### config.mk
export PLATFORM = sky130hd
export DESIGN_NAME = burst_addr_gen
export DESIGN_NICKNAME = d
export VERILOG_FILES = /design/src/rtl/burst_pkg.sv /design/src/rtl/burst_seq_ctrl.sv /design/src/rtl/burst_upper_reg.sv /design/src/rtl/burst_order_map.sv /design/src/rtl/burst_addr_gen.sv
export SDC_FILE = /design/constraint.sdc
export NUM_CORES = 1
export LEC_CHECK = 0
export ABC_CLOCK_PERIOD_IN_PS = 1900
export CAP_MARGIN = 20
export CORE_ASPECT_RATIO = 1.2
export CORE_UTILIZATION = 40
export DETAILED_ROUTE_END_ITERATION = 6
export PLACE_DENSITY = 0.83
export SLEW_MARGIN = 20
export SYNTH_ARGS = -nofsm -noshare
export SYNTH_HDL_FRONTEND = slang
export SYNTH_HIERARCHICAL = 1
export SYNTH_SLANG_ARGS = --single-unit
export TNS_END_PERCENT = 5
### constraint.sdc
create_clock -name clk_i -period 1.9 [get_ports clk_i]
set_input_delay 0.38 -clock clk_i [delete_from_list [all_inputs] [get_ports clk_i]]
set_output_delay 0.38 -clock clk_i [all_outputs]
set_load 0.05 [all_outputs]
### src/rtl/burst_pkg.sv
package burst_pkg;
  localparam int unsigned LOW_W = 2;
  typedef logic [LOW_W-1:0] beat_t;

  function automatic beat_t ilv_addr(input beat_t base, input beat_t beat);
    return base ^ beat;
  endfunction

  function automatic beat_t lin_addr(input beat_t base, input beat_t beat);
    return beat_t'(base + beat);
  endfunction

  function automatic beat_t next_beat(input beat_t beat);
    return beat_t'(beat + 1'b1);
  endfunction
endpackage

### src/rtl/burst_seq_ctrl.sv
module burst_seq_ctrl
  import burst_pkg::*;
(
  input  logic  clk_i,
  input  logic  rst_i,
  input  logic  start_i,
  input  logic  adv_i,
  input  beat_t ext_low_i,
  output beat_t base_o,
  output beat_t beat_o,
  output logic  load_ev_o,
  output logic  step_ev_o
);
  beat_t base_q, beat_q;

  assign load_ev_o = start_i;
  assign step_ev_o = adv_i & ~start_i;

  always_ff @(posedge clk_i) begin
    if (rst_i) begin
      base_q <= '0;
      beat_q <= '0;
    end else if (load_ev_o) begin
      base_q <= ext_low_i;
      beat_q <= '0;
    end else if (step_ev_o) begin
      beat_q <= next_beat(beat_q);
    end
  end

  assign base_o = base_q;
  assign beat_o = beat_q;

  assert_load_R2: assert property (@(posedge clk_i) disable iff (rst_i)
    ($past(start_i) && !$past(rst_i)) |-> (beat_q == '0 && base_q == $past(ext_low_i)));
  assert_prio_R7: assert property (@(posedge clk_i) disable iff (rst_i)
    ($past(start_i) && $past(adv_i) && !$past(rst_i)) |-> (beat_q == '0));
  assert_step_R5: assert property (@(posedge clk_i) disable iff (rst_i)
    ($past(adv_i) && !$past(start_i) && !$past(rst_i)) |-> (beat_q == beat_t'($past(beat_q) + 1'b1)));
  assert_wrap_R8: assert property (@(posedge clk_i) disable iff (rst_i)
    ($past(adv_i) && !$past(start_i) && !$past(rst_i) && $past(beat_q) == 2'd3) |-> (beat_q == 2'd0));
  assert_hold_R6: assert property (@(posedge clk_i) disable iff (rst_i)
    (!$past(adv_i) && !$past(start_i) && !$past(rst_i)) |-> ($stable(beat_q) && $stable(base_q)));
endmodule

### src/rtl/burst_upper_reg.sv
module burst_upper_reg #(
  parameter int unsigned UPPER_W = 15
) (
  input  logic               clk_i,
  input  logic               rst_i,
  input  logic               load_i,
  input  logic [UPPER_W-1:0] ext_upper_i,
  output logic [UPPER_W-1:0] upper_o
);
  logic [UPPER_W-1:0] upper_q;

  always_ff @(posedge clk_i) begin
    if (rst_i)       upper_q <= '0;
    else if (load_i) upper_q <= ext_upper_i;
  end

  assign upper_o = upper_q;

  assert_upper_R9: assert property (@(posedge clk_i) disable iff (rst_i)
    (!$past(load_i) && !$past(rst_i)) |-> $stable(upper_q));
endmodule

### src/rtl/burst_order_map.sv
module burst_order_map
  import burst_pkg::*;
(
  input  logic  mode_i,
  input  beat_t base_i,
  input  beat_t beat_i,
  output beat_t low_o
);
  beat_t ilv, lin;

  assign ilv   = ilv_addr(base_i, beat_i);
  assign lin   = lin_addr(base_i, beat_i);
  assign low_o = mode_i ? ilv : lin;

  always_comb begin
    if (beat_i == '0) begin
      assert_first_R2: assert (low_o == base_i);
    end
  end
endmodule

### src/rtl/burst_addr_gen.sv
module burst_addr_gen
  import burst_pkg::*;
#(
  parameter int unsigned ADDR_W = 17
) (
  input  logic              clk_i,
  input  logic              rst_i,
  input  logic              start_i,
  input  logic              adv_i,
  input  logic              mode_i,
  input  logic [ADDR_W-1:0] ext_addr_i,
  output logic [ADDR_W-1:0] addr_o,
  output logic [LOW_W-1:0]  beat_o
);
  localparam int unsigned UPPER_W = ADDR_W - LOW_W;

  beat_t base_w, beat_w, low_w;
  logic  load_ev, step_ev;
  logic [UPPER_W-1:0] upper_w;

  burst_seq_ctrl u_ctrl (
    .clk_i     (clk_i),
    .rst_i     (rst_i),
    .start_i   (start_i),
    .adv_i     (adv_i),
    .ext_low_i (ext_addr_i[LOW_W-1:0]),
    .base_o    (base_w),
    .beat_o    (beat_w),
    .load_ev_o (load_ev),
    .step_ev_o (step_ev)
  );

  burst_upper_reg #(.UPPER_W(UPPER_W)) u_upper (
    .clk_i       (clk_i),
    .rst_i       (rst_i),
    .load_i      (load_ev),
    .ext_upper_i (ext_addr_i[ADDR_W-1:LOW_W]),
    .upper_o     (upper_w)
  );

  burst_order_map u_map (
    .mode_i (mode_i),
    .base_i (base_w),
    .beat_i (beat_w),
    .low_o  (low_w)
  );

  assign addr_o = {upper_w, low_w};
  assign beat_o = beat_w;

  assert_events_R7: assert property (@(posedge clk_i) disable iff (rst_i)
    !(load_ev && step_ev));
  assert_reset_R1: assert property (@(posedge clk_i)
    $past(rst_i) |-> (addr_o == '0 && beat_o == '0));
endmodule

==> results.cfg, run 1 <==
[sta]
fmaxAchievable_mhz = 548
timing.hold.ws_ps = 502
max_slew.worst_pin.slew_ps = 523
final_period_minus_worst_setup_slack_ps = 1820
setup_slack_ps = 76.7
fin_crit_sh_pct = 96.0
finalHoldViolCount = 0
setup_violations = 0
final_clock_skew_ps = 0.00314
timing.slew.headroom_pct = 65.1
timing_max_transition_violations_final = 0

[cts]
clk_root_buffer_cell = sky130_fd_sc_hd__clkbuf_4
cts_tree = done
tritoncts_num_sinks = 19
htree_num_levels = 1
tritoncts.num_buffers = 3
clk_pin_slew_ps = 100
cts-root-to-sink-buffers = 2
clock_latency_ps = 280

[grt]
grt.overflow.total = 0
grt_first_pass_wirelength_um = 2390
grt_antenna_before_repair = 0
grt_use_total_pct = 17.7
vias_in_the_first_global_route = 560
grt_start_max_net_pins = 20

[yosys]
synth_fp_nets = 89
syn_area_um2 = 737
postSynthCellCount = 66
synth_area_per_cell_um2 = 11.2
synth_warnings = 6

[critical_path]
crit_path_cell_trace = clkdlybuf4s50_1
crit_type = reg -> out
setup.worst_path.end_class = primary output
worstPathMaxFanout = 2
critical_path_top_delay_cell = sky130_fd_sc_hd__clkdlybuf4s50_1
timing.critical_path.max_delay_family = buffers and inverters
slowest_delay_ps = 810
buf_inv_stages_crit_path = 1
worst_ep_required_time_ps = 1520
worstPathArrival_ps = 1440
crit_path_start_kind = register

[power]
p_int_w = 0.000619
comb_power_share_pct = 28.5
power_frac_seq_pct = 49.3
pwr-share-clk_pct = 22.2
power_per_cell_area_nw_per_um2 = 732
net-switching-power_w = 0.000260
leak_pwr_nw = 0.559
max-vdd-ir-drop_mv = 0.536
switching_share_pct = 29.6

[cells_and_area]
num_antenna_cells = 0
fin_cells = 126
area_delta_synth_final_pct = 63.2
design.final.nets = 132
drive_above_1_share_pct = 11.1
postLayoutCoreUtil_pct = 71.5
design_area_um2 = 1200

[floorplanning]
io_pins = 41
floorplan.die_area_um2 = 2020
core_um2 = 1680
initial_core_util_pct = 43.8
die_height_um = 49.0
core.rowCount = 16
floorplan.die.width_um = 41.2

[placed_design]
dp_hpwl_um = 1160
dp.cells = 122
finalWeightedCongestion = 0.621
dpl_cell_area_um2 = 1170
post-place-ws_ps = 220
port_buffers = 40

[min_path]
worstHoldPathType = reg -> reg

[route]
detail_route.iter0.violations = 3
drt_first_pass_iters = 5
route.antenna.remaining_nets = 0
routedWlPerCell_um = 12.3
finalWirelength_um = 1550
via_per_inst = 4.80
drt_drc_violations_left = 0
routed-via-count = 605

[flow_run]
cap_viol_max_count = 0

[run_status]
outcome = completed
## worst register-to-register path, cell delays in order, from the launching register on
cell	delay [ps]
sky130_fd_sc_hd__dfxtp_1	400
sky130_fd_sc_hd__a21bo_1	230
sky130_fd_sc_hd__a211oi_2	160
## stage by stage
| stage | setup TNS [ps] | power (W) |
|---|---|---|
| finish | 0 | 0.000880 |
| global route | -0.187 | 0.000939 |
| CTS | 0 | 0.000894 |
| detailed placement | 0 | 0.000696 |
| global placement | 0 | 0.000691 |
| floorplan | 0 | 0.000585 |
## power by group through the flow
| stage | combinational, W | clock [W] | sequential, W |
|---|---|---|---|
| 2_1_floorplan | 0.0000725 | 0 | 0.000512 |
| 3_3_place_gp | 0.000250 | 0 | 0.000442 |
| 3_5_place_dp | 0.000253 | 0 | 0.000443 |
| 4_1_cts | 0.000253 | 0.000207 | 0.000434 |
| 5_1_grt | 0.000262 | 0.000240 | 0.000437 |
| 6_report | 0.000250 | 0.000196 | 0.000434 |
## worst paths after layout
check	from	end	slack (ps)	cells after the start
hold / removal	u_upper/upper_o[4]$_SDFFE_PP0P_	u_upper/upper_o[4]$_SDFFE_PP0P_	500	2
setup / recovery	u_upper/upper_o[3]$_SDFFE_PP0P_	addr_o[5]	80	1
hold reg to reg	u_upper/upper_o[4]$_SDFFE_PP0P_	u_upper/upper_o[4]$_SDFFE_PP0P_	500	2
setup reg to reg	u_ctrl/beat_o[1]$_SDFFE_PP0P_	u_ctrl/beat_o[1]$_SDFFE_PP0P_	1040	2
## layer usage
metal  routed length [um]  global-route usage [%]
met3                   77                    6.85
met1                  639                    18.4
met5                    0                       0
met4                    0                    8.06
met2                  835                    29.2
## layout by cell type (no fill, tap or decap), types with 2 or more instances in the layout
cell	count
sky130_fd_sc_hd__buf_12	3
sky130_fd_sc_hd__buf_4	3
sky130_fd_sc_hd__clkbuf_4	3
sky130_fd_sc_hd__clkdlybuf4s50_1	33
sky130_fd_sc_hd__dfxtp_1	18
sky130_fd_sc_hd__dlymetal6s2s_1	3
sky130_fd_sc_hd__mux2i_1	17
sky130_fd_sc_hd__nor2_1	17
sky130_fd_sc_hd__xnor2_1	2
## timing repair
item,4_1_cts,5_1_grt
setup endpoints to repair,0,4
resized for setup,0,4
hold buffers,0,0
setup buffers,0,0
## flip-flops by register name, summed over array words and instances (netlist names)
name             flops
u_ctrl/beat_o        2
u_upper/upper_o     15
u_ctrl/base_o        2
## layout make-up
cell class	count	area, um2
fillers	143	479
multi-input cells	43	322
well taps	18	22.5
flip-flops and latches	19	382
clock buffers	4	26.3
repair buffers	42	450
No activity file was read; power rests on OpenSTA's default activity.
==> run 2, diff against run 1 <==
--- a/config.mk
+++ b/config.mk
@@ -16,4 +16,3 @@
 export SYNTH_HDL_FRONTEND = slang
 export SYNTH_HIERARCHICAL = 1
 export SYNTH_SLANG_ARGS = --single-unit
-export TNS_END_PERCENT = 5
==> results of run 2 <==
No change in the layout: final DEF, timing and power equal those of run 1.
==> run 3, diff against run 2 <==
--- a/config.mk
+++ b/config.mk
@@ -9,6 +9,7 @@
 export CAP_MARGIN = 20
 export CORE_ASPECT_RATIO = 1.2
 export CORE_UTILIZATION = 40
+export CTS_CLUSTER_DIAMETER = 100
 export DETAILED_ROUTE_END_ITERATION = 6
 export PLACE_DENSITY = 0.83
 export SLEW_MARGIN = 20
==> results of run 3 <==
No change in the layout: final DEF, timing and power equal those of run 1.
